===== config.mk =====
export PLATFORM = sky130hd
export DESIGN_NAME = edge_phase_lock
export DESIGN_NICKNAME = d
export VERILOG_FILES = /design/src/rtl/epl_pkg.sv /design/src/rtl/epl_edge_sync.sv /design/src/rtl/epl_period_timer.sv /design/src/rtl/epl_pi_trim.sv /design/src/rtl/epl_lock_mon.sv /design/src/rtl/edge_phase_lock.sv
export SDC_FILE = /design/constraint.sdc
export NUM_CORES = 1
export LEC_CHECK = 0
export BUFFER_PORTS_ARGS = -buffer_cell sky130_fd_sc_hd__buf_2
export CORE_ASPECT_RATIO = 0.6
export CORE_MARGIN = 10
export CORE_UTILIZATION = 28
export DETAILED_ROUTE_END_ITERATION = 16
export HOLD_SLACK_MARGIN = 0.15
export PLACE_DENSITY = 0.5
export SKIP_LAST_GASP = 1
export SLEW_MARGIN = 20
export SYNTH_ARGS = -nofsm -noshare
export SYNTH_HDL_FRONTEND = slang
export SYNTH_SLANG_ARGS = --single-unit

===== constraint.sdc =====
create_clock -name clk -period 12.3 [get_ports clk]
set_input_delay 3.69 -clock clk [delete_from_list [all_inputs] [get_ports clk]]
set_output_delay 3.69 -clock clk [all_outputs]
set_load 0.05 [all_outputs]

===== src/rtl/epl_pkg.sv =====
package epl_pkg;
   typedef enum logic [1:0] {
      SQ_IDLE  = 2'd0,
      SQ_ERR   = 2'd1,
      SQ_TERMS = 2'd2,
      SQ_CLAMP = 2'd3
   } seq_state_e;
endpackage


===== src/rtl/epl_edge_sync.sv =====
module epl_edge_sync #(
   parameter int STAGES = 2
) (
   input  logic clk,
   input  logic rst_n,
   input  logic sq_in,
   input  logic edge_sel,
   output logic edge_pulse
);
   localparam int CHAIN_W = STAGES + 1;

   logic [CHAIN_W-1:0] chain;
   logic               cur_lvl;
   logic               old_lvl;

   always_ff @(posedge clk) begin
      if (!rst_n) chain <= '0;
      else        chain <= {chain[CHAIN_W-2:0], sq_in};
   end

   assign cur_lvl = chain[STAGES-1];
   assign old_lvl = chain[STAGES];

   generate
      if (STAGES >= 2) begin : g_edge
         assign edge_pulse = edge_sel ? (old_lvl & ~cur_lvl) : (cur_lvl & ~old_lvl);
      end else begin : g_edge_bad
         assign edge_pulse = 1'b0;
      end
   endgenerate
endmodule


===== src/rtl/epl_period_timer.sv =====
module epl_period_timer #(
   parameter int CNT_W = 16
) (
   input  logic             clk,
   input  logic             rst_n,
   input  logic [CNT_W-1:0] nom_period,
   input  logic [CNT_W-1:0] pend_period,
   output logic [CNT_W-1:0] count,
   output logic [CNT_W-1:0] period_act
);
   always_ff @(posedge clk) begin
      if (!rst_n) begin
         count      <= '0;
         period_act <= nom_period;
      end else if (count == period_act) begin
         count      <= '0;
         period_act <= pend_period;
      end else begin
         count      <= count + 1'b1;
      end
   end
endmodule


===== src/rtl/epl_pi_trim.sv =====
module epl_pi_trim
   import epl_pkg::*;
#(
   parameter int CNT_W  = 16,
   parameter int GAIN_W = 8,
   parameter int INT_W  = 24,
   parameter int FRAC_W = 8
) (
   input  logic               clk,
   input  logic               rst_n,
   input  logic               edge_pulse,
   input  logic [CNT_W-1:0]   count,
   input  logic [CNT_W-1:0]   setpoint,
   input  logic [GAIN_W-1:0]  kp,
   input  logic [GAIN_W-1:0]  ki,
   input  logic [CNT_W-1:0]   nom_period,
   input  logic [CNT_W-1:0]   min_period,
   input  logic [CNT_W-1:0]   max_period,
   output logic [CNT_W-1:0]   pend_period,
   output logic signed [CNT_W:0] err,
   output logic               err_vld
);
   localparam int PROD_W = CNT_W + GAIN_W + 2;
   localparam int W      = ((PROD_W > INT_W) ? PROD_W : INT_W) + 2;
   localparam longint I_MAX_L = (64'sd1 <<< (INT_W - 1)) - 64'sd1;

   seq_state_e          state;
   logic [CNT_W-1:0]    cap;
   logic signed [W-1:0] prop_q;
   logic signed [INT_W-1:0] integ_q;

   logic signed [W-1:0] err_w, kp_w, ki_w, i_max, i_min;
   logic signed [W-1:0] prop_d, integ_sum, integ_sat;
   logic signed [W-1:0] sum_w, trim_w, cand_w, nom_w, lo_w, hi_w;
   logic [CNT_W-1:0]    clamped;

   always_comb begin
      err_w     = W'(err);
      kp_w      = W'(kp);
      ki_w      = W'(ki);
      i_max     = W'(I_MAX_L);
      i_min     = -i_max;
      prop_d    = kp_w * err_w;
      integ_sum = W'(integ_q) + ki_w * err_w;
      if (integ_sum > i_max)      integ_sat = i_max;
      else if (integ_sum < i_min) integ_sat = i_min;
      else                        integ_sat = integ_sum;
      sum_w     = prop_q + W'(integ_q);
      nom_w     = W'(nom_period);
      lo_w      = W'(min_period);
      hi_w      = W'(max_period);
   end

   generate
      if (FRAC_W == 0) begin : g_no_frac
         assign trim_w = sum_w;
      end else begin : g_frac
         assign trim_w = sum_w >>> FRAC_W;
      end
   endgenerate

   always_comb begin
      cand_w = nom_w + trim_w;
      if (cand_w < lo_w)      clamped = min_period;
      else if (cand_w > hi_w) clamped = max_period;
      else                    clamped = cand_w[CNT_W-1:0];
   end

   assign err_vld = (state == SQ_TERMS);

   always_ff @(posedge clk) begin
      if (!rst_n) begin
         state       <= SQ_IDLE;
         cap         <= '0;
         err         <= '0;
         prop_q      <= '0;
         integ_q     <= '0;
         pend_period <= nom_period;
      end else begin
         unique case (state)
            SQ_IDLE: begin
               if (edge_pulse) begin
                  cap   <= count;
                  state <= SQ_ERR;
               end
            end
            SQ_ERR: begin
               err   <= $signed({1'b0, cap}) - $signed({1'b0, setpoint});
               state <= SQ_TERMS;
            end
            SQ_TERMS: begin
               prop_q  <= prop_d;
               integ_q <= integ_sat[INT_W-1:0];
               state   <= SQ_CLAMP;
            end
            SQ_CLAMP: begin
               pend_period <= clamped;
               state       <= SQ_IDLE;
            end
            default: state <= SQ_IDLE;
         endcase
      end
   end
endmodule


===== src/rtl/epl_lock_mon.sv =====
module epl_lock_mon #(
   parameter int CNT_W  = 16,
   parameter int LOCK_N = 4
) (
   input  logic                 clk,
   input  logic                 rst_n,
   input  logic                 edge_pulse,
   input  logic                 err_vld,
   input  logic signed [CNT_W:0] err,
   input  logic [CNT_W-1:0]     lock_thresh,
   input  logic [CNT_W-1:0]     nom_period,
   output logic                 locked
);
   localparam int GOOD_W = $clog2(LOCK_N + 1);
   localparam int TMO_W  = CNT_W + 2;
   localparam logic [GOOD_W-1:0] GOOD_TOP = GOOD_W'(LOCK_N);

   logic [GOOD_W-1:0] good_cnt;
   logic [TMO_W-1:0]  quiet_cnt;
   logic [TMO_W-1:0]  quiet_lim;
   logic              quiet_hit;
   logic [CNT_W:0]    mag;
   logic              in_band;

   assign quiet_lim = {1'b0, nom_period, 1'b0};
   assign quiet_hit = (quiet_cnt >= quiet_lim);
   assign mag       = err[CNT_W] ? $unsigned(-err) : $unsigned(err);
   assign in_band   = (mag < {1'b0, lock_thresh});

   always_ff @(posedge clk) begin
      if (!rst_n) begin
         quiet_cnt <= '0;
      end else if (edge_pulse) begin
         quiet_cnt <= '0;
      end else if (!quiet_hit) begin
         quiet_cnt <= quiet_cnt + 1'b1;
      end
   end

   always_ff @(posedge clk) begin
      if (!rst_n || quiet_hit) begin
         good_cnt <= '0;
         locked   <= 1'b0;
      end else if (err_vld) begin
         if (in_band) begin
            if (good_cnt != GOOD_TOP) good_cnt <= good_cnt + 1'b1;
            locked <= (good_cnt >= GOOD_TOP - 1'b1);
         end else begin
            good_cnt <= '0;
            locked   <= 1'b0;
         end
      end
   end
endmodule


===== src/rtl/edge_phase_lock.sv =====
module edge_phase_lock #(
   parameter int CNT_W       = 16,
   parameter int GAIN_W      = 8,
   parameter int INT_W       = 24,
   parameter int FRAC_W      = 8,
   parameter int LOCK_N      = 4,
   parameter int SYNC_STAGES = 2
) (
   input  logic              clk,
   input  logic              rst_n,
   input  logic              sq_in,
   input  logic              edge_sel,
   input  logic [CNT_W-1:0]  setpoint,
   input  logic [GAIN_W-1:0] kp,
   input  logic [GAIN_W-1:0] ki,
   input  logic [CNT_W-1:0]  nom_period,
   input  logic [CNT_W-1:0]  min_period,
   input  logic [CNT_W-1:0]  max_period,
   input  logic [CNT_W-1:0]  lock_thresh,
   output logic [CNT_W-1:0]  count_o,
   output logic [CNT_W-1:0]  period_o,
   output logic              locked_o
);
   initial begin : elab_checks
      assert (CNT_W >= 4 && CNT_W <= 30) else $error("CNT_W out of range");
      assert (GAIN_W >= 1 && GAIN_W <= 16) else $error("GAIN_W out of range");
      assert (INT_W >= 4 && INT_W <= 40) else $error("INT_W out of range");
      assert (FRAC_W >= 0 && FRAC_W < INT_W) else $error("FRAC_W must be below INT_W");
      assert (LOCK_N >= 1) else $error("LOCK_N must be at least 1");
      assert (SYNC_STAGES >= 2) else $error("SYNC_STAGES must be at least 2");
   end

   logic                 edge_pulse;
   logic [CNT_W-1:0]     pend_period;
   logic signed [CNT_W:0] err;
   logic                 err_vld;

   epl_edge_sync #(.STAGES(SYNC_STAGES)) u_sync (
      .clk(clk), .rst_n(rst_n), .sq_in(sq_in), .edge_sel(edge_sel),
      .edge_pulse(edge_pulse)
   );

   epl_period_timer #(.CNT_W(CNT_W)) u_timer (
      .clk(clk), .rst_n(rst_n), .nom_period(nom_period),
      .pend_period(pend_period), .count(count_o), .period_act(period_o)
   );

   epl_pi_trim #(.CNT_W(CNT_W), .GAIN_W(GAIN_W), .INT_W(INT_W), .FRAC_W(FRAC_W)) u_pi (
      .clk(clk), .rst_n(rst_n), .edge_pulse(edge_pulse), .count(count_o),
      .setpoint(setpoint), .kp(kp), .ki(ki), .nom_period(nom_period),
      .min_period(min_period), .max_period(max_period),
      .pend_period(pend_period), .err(err), .err_vld(err_vld)
   );

   epl_lock_mon #(.CNT_W(CNT_W), .LOCK_N(LOCK_N)) u_lock (
      .clk(clk), .rst_n(rst_n), .edge_pulse(edge_pulse), .err_vld(err_vld),
      .err(err), .lock_thresh(lock_thresh), .nom_period(nom_period),
      .locked(locked_o)
   );
endmodule


Yosys cells after proc, flatten, opt, wreduce, memory -nomap -nowiden
Cells that the tools add are included.

Register bits: 160.

$lt $le $gt $ge: 7. Reduce and logical (&&, ||, !) cells: 7. Multiply operators: 2. Eq/ne operators: 9. Muxes and demuxes: 15. $add $sub $neg: 8. Bitwise logic cells: 5.

Operators by type and width (count): $mux 16 (6); $mul 9x17->26 (2); $mux 24 (2); $add 28x24->28 (1); $gt 28x17->1 (1); $lt 28x17->1 (1); $add 24x26->27 (1); $gt 27x24->1 const B (1); $lt 27x24->1 const B (1); $add 17x20->21 (1); $add 18x1->18 const B (1); $ge 18x17->1 (1); $lt 17x16->1 (1); $mux 17 (1); $neg 17->17 (1); $sub 16x16->17 (1); $add 16x1->16 const B (1); $eq 16x16->1 (1); $pmux 2 s4 (1); $mux 3 (2); $eq 2x2->1 const B (2); $ne 2x1->1 const B (2); $ne 2x2->1 const B (2); $reduce_and 2->1 (2); 12 further kinds (17).

Logic depth before layout (Yosys ltp)
Word-level depth: 7. Depth in mapped cells: 33.

Hierarchy
From an unflattened synthesis, not the netlist that was laid out.

Cell total of the unflattened synthesis: 2516. Area, all modules: 21665.8 um^2.

Modules (own cells, without submodules): epl_pi_trim (cells each 2088, area an instance 17793.3 um^2, sequential area each 2182.1 um^2, instances 1); epl_lock_mon (cells each 286, area an instance 2203.4 um^2, sequential area each 440.4 um^2, instances 1); epl_period_timer (cells each 133, area an instance 1567.8 um^2, sequential area each 800.8 um^2, instances 1); epl_edge_sync (cells each 9, area an instance 101.3 um^2, sequential area each 60.1 um^2, instances 1).

Worst setup path after synthesis
No wires, ideal clock.

Path type: in2reg. Start point: input port ki[2]. End point: register u_pi.integ_q[12]. Cell stages on the path: 26. Path buffers: 3. Library setup time: 122 ps. Slack: 2483 ps. Arrival time: 9695 ps. Required time: 12178 ps. Cell sequence: clkbuf_1 -> clkbuf_1 -> nand2_1 -> fa_1 -> inv_1 -> fa_1 -> inv_1 -> fa_1 -> inv_1 -> fa_1 -> inv_1 -> fa_1 -> inv_1 -> ha_1 -> o21ai_1 -> nor3b_1 -> o22ai_1 -> o31ai_1 -> xor2_1 -> or3_1 -> nor3_1 -> nand4_1 -> a21boi_2 -> nor2_2 -> buf_2 -> a221o_1.

Word-level cells in the longest chain between the ends: 5. Elaborated cells between the ends (all ways): 6. Classes of those cells: 1 x add/sub; 1 x mul; 2 x order compare; 2 x mux.

Ends and longest elaborated chain: start, declared (RTL line edge_phase_lock.sv:15) `input logic [GAIN_W-1:0] ki,`; $mul 9x17->26 * (RTL line epl_pi_trim.sv:44) `integ_sum = W'(integ_q) + ki_w * err_w;`; $add 24x26->27 * (RTL line epl_pi_trim.sv:44); $lt 27x24->1 (RTL line epl_pi_trim.sv:46) `else if (integ_sum < i_min) integ_sat = i_min;`; $mux 24 (RTL line epl_pi_trim.sv:46); $mux 24 * (RTL line epl_pi_trim.sv:45) `if (integ_sum > i_max) integ_sat = i_max;`; end signal, assigned (RTL line epl_pi_trim.sv:93) `integ_q <= integ_sat[INT_W-1:0];`; end, declared (RTL line epl_pi_trim.sv:30) `logic signed [INT_W-1:0] integ_q;`.

Every way passes the cells marked *; elsewhere a longest branch is shown, timed or not. A chain may end at the register's enable or synchronous reset.

Worst setup path in the final report
Start point: input port ki[2]. End point: register u_pi.integ_q[7].

Same word-level chain as after synthesis.

==> flow_metrics.py <==
metrics = {
    "status": {
        "outcome": "complete, no violations",
    },
    "global_route": {
        "first_global_vias": 16771,
        "overflow": 0,
        "grt_util_met1": 0.223,
        "track_usage": 0.138,
        "grt_pass1_wl_mm": 99.7,
        "grt_max_degree": 72,
        "use_met2": 0.190,
        "grt-busiest-layer": "met1",
        "gr-usage-met3": 0.0231,
        "antenna_found_initial": 0,
    },
    "yosys": {
        "synth_cells": 2562,
        "postSynthAreaPerCell_um2": 8.53,
        "synth_common_cells": "inv_1 (428), nand2_1 (268), fa_1 (242)",
        "ys_ff_latch": 158,
        "synth_area_leaders": "fa_1 (22%), ha_1 (14%), dfxtp_1 (12%)",
        "syn_area_mm2": 0.0219,
        "synthArstFlopShare": 0,
        "yosysTopAreaCellShare": 0.222,
        "synth-edff-count": 32,
        "synth.yosys.seq_area_share": 0.159,
        "synth_flop_cell": "dfxtp_1",
        "yosysWarnings": 0,
        "synth.distinct_cells": 76,
        "syn_nets": 3145,
        "yosysMostFrequentCell": "inv_1",
        "post-synth-top-area-cell": "fa_1",
    },
    "critical_path": {
        "cp-startpoint": "ki[2]",
        "arrival_ns": 10.11,
        "cp_num_buf_inv": 6,
        "critical_path_class": "primary input to flop",
        "end_kind": "flop",
        "cp_cell_sequence": "buf_2 > nand2_1 > fa_1 > inv_1 > fa_1 > inv_1 > fa_1 > inv_1 > fa_1 > inv_1 > fa_1 > inv_1 > ha_1 > o21ai_1 > nor3b_1 > o22ai_1 > o31ai_1 > xor2_1 > or3_1 > nor3_1 > nand4_1 > a21boi_2 > nor2_2 > a221o_1",
        "slowest_delay_ns": 0.55,
        "crit_family": "adder cells",
        "path_max_fanout": 17,
        "slowest_stage": "fa_1",
        "cp-start-kind": "primary input",
        "r2r-start": "u_pi.integ_q[6]",
        "required_ns": 12.63,
    },
    "placed_design": {
        "io_buffers": 132,
        "dp_hpwl_mm": 52.3,
        "gp_congestion": 0.840,
    },
    "clock_tree": {
        "cts_tree": "yes",
        "cts_setup_buffers": 0,
        "clk_pin_slew_ns": 0.07,
        "htree_num_levels": 4,
        "cts_resized": 0,
        "cts_root_buffer": "clkbuf_16",
        "clk_latency_ns": 0.45,
        "cts-buffers-inserted": 17,
        "clock_sinks": 158,
        "clock_path_buffers": 2,
        "hold_buffers": 0,
    },
    "timing": {
        "worst_slew_pin_slew_ns": 0.949,
        "skew_ns": 0.0111,
        "timing.fmax_ghz": 0.102,
        "holdWs_ns": 0.436,
        "period_share": 0.795,
        "setup_viol": 0,
        "fin_setup_tns_ns": 0,
        "min_period_ns": 9.78,
        "slew_headroom": 0.366,
        "finalMaxSlewViolations": 0,
        "rsz0062_at_grt": "false",
        "final-hold-violation-count": 0,
    },
    "drt": {
        "drc": 0,
        "vias": 17188,
        "vias_per_cell": 4.64,
        "drt_iter0_markers": 969,
        "dr.pass1.iters": 5,
        "wl_per_cell_um": 17.0,
        "ant_nets": 0,
        "wirelength_mm": 63.0,
    },
    "power_and_ir_drop": {
        "pwr-share-comb": 0.737,
        "leakagePower_nw": 12.1,
        "switching_share": 0.518,
        "switchingPower_w": 0.00256,
        "ir_drop_mv": 0.226,
        "pwr-share-seq": 0.145,
        "internal_power_w": 0.00239,
        "clkPwrFrac": 0.118,
        "powerDensity_mw_per_mm2": 204,
    },
    "die": {
        "dieWidth_um": 381,
        "dieArea_mm2": 0.0900,
        "core_area_mm2": 0.0774,
        "std_cell_rows": 79,
        "num_io_pins": 133,
        "start_util": 0.282,
        "die_h_um": 236,
    },
    "final_layout": {
        "fillers": 8176,
        "area_growth_pct": 11.0,
        "drive_gt1_frac": 0.0797,
        "final_core_util": 0.313,
        "nNetsFinal": 3219,
    },
    "worst_hold_path": {
        "hold_start": "u_sync.chain[0]",
        "hold_path_class": "flop to flop",
    },
    "job": {
        "max_cap_viol_count": 0,
    },
}
-- cell type report --
type,instances,area (um2),share of cell area
diodes,1,2.50,0.000103
clock buffers,18,450,0.0186
clock inverters,14,188,0.00774
inverters,428,1610,0.0662
multi-input cells,1878,16400,0.676
flip-flops and latches,158,3480,0.144
well taps,1053,1320,0.0543
repair buffers,153,821,0.0338
-- logic make-up (layout without fill, tap and decap cells) --
group                    count (synthesis)  after routing  share of synthesized area
other                                    0              1                          0
buffers and inverters                  526            613                     0.0908
XOR/XNOR                               127            127                     0.0509
flip-flops                             158            158                      0.159
AND/OR/NAND/NOR                        812            812                      0.189
multiplexers                            47             47                     0.0215
adder cells (fa/ha/maj)                483            483                      0.360
AO/OA/AOI/OAI                          409            409                      0.129
-- layout by cell type (no fill, tap or decap), types with 37 or more instances in the layout --
master / synthesis / routed
ha_1: 241 / 240
nand2_1: 268 / 268
inv_1: 428 / 428
dfxtp_1: 126 / 126
nor2b_1: 57 / 57
xor2_1: 45 / 45
and2_1: 177 / 177
nor2_1: 91 / 91
a21oi_1: 99 / 99
nor3_1: 39 / 39
mux2i_1: 47 / 47
a21o_1: 45 / 45
buf_2: 2 / 131
fa_1: 242 / 242
o21ai_0: 65 / 65
nand2b_1: 42 / 42
nand3_1: 37 / 37
xnor2_1: 82 / 82
-- power by group through the flow --
stage	Clock (W)	Combinational [W]	Sequential [W]
floorplan	0	0.00274	0.000702
global placement	0	0.00368	0.000729
detailed placement	0	0.00365	0.000729
CTS	0.000596	0.00369	0.000717
global route	0.000616	0.00415	0.000728
finish	0.000583	0.00365	0.000719
-- path summary, 6_finish.rpt --
kind	end	slack, ns	cells past startpoint
setup / recovery	u_pi.integ_q[7]	2.52	24
hold / removal	u_sync.chain[1]	0.44	1
setup reg to reg	u_pi.pend_period[5]	4.87	31
hold reg to reg	u_sync.chain[1]	0.44	1
-- sequential cells by signal, indices dropped and copies added (netlist names) --
name                cells
u_pi.state              2
u_pi.err               17
u_sync.chain            3
u_pi.cap               16
u_pi.integ_q           24
u_pi.pend_period       16
u_timer.period_act     16
u_lock.locked           1
u_lock.quiet_cnt       18
u_lock.good_cnt         3
u_pi.prop_q            26
u_timer.count          16
-- per-stage QoR --
| step | power [W] | worst slack [ns] | area, um2 | instances |
|---|---|---|---|---|
| 6_report | 0.00495 | 2.52 | 24300 | 3703 |
| 5_1_grt | 0.00550 | 2.05 | 24300 | 3702 |
| 4_1_cts | 0.00500 | 2.54 | 24300 | 3702 |
| 3_5_place_dp | 0.00438 | 2.09 | 23600 | 3670 |
| 3_3_place_gp | 0.00441 | 2.13 | 23600 | 3670 |
| 2_1_floorplan | 0.00344 | 2.48 | 21900 | 2562 |
-- layer usage --
| layer | share of wire | vias up |
|---|---|---|
| li1 | - | 8509 |
| met1 | 0.55 | 8334 |
| met2 | 0.39 | 316 |
| met3 | 0.049 | 29 |
| met4 | 0.0071 | 0 |
| met5 | 0 | - |
Note: power is estimated with default switching activity, not from simulation.
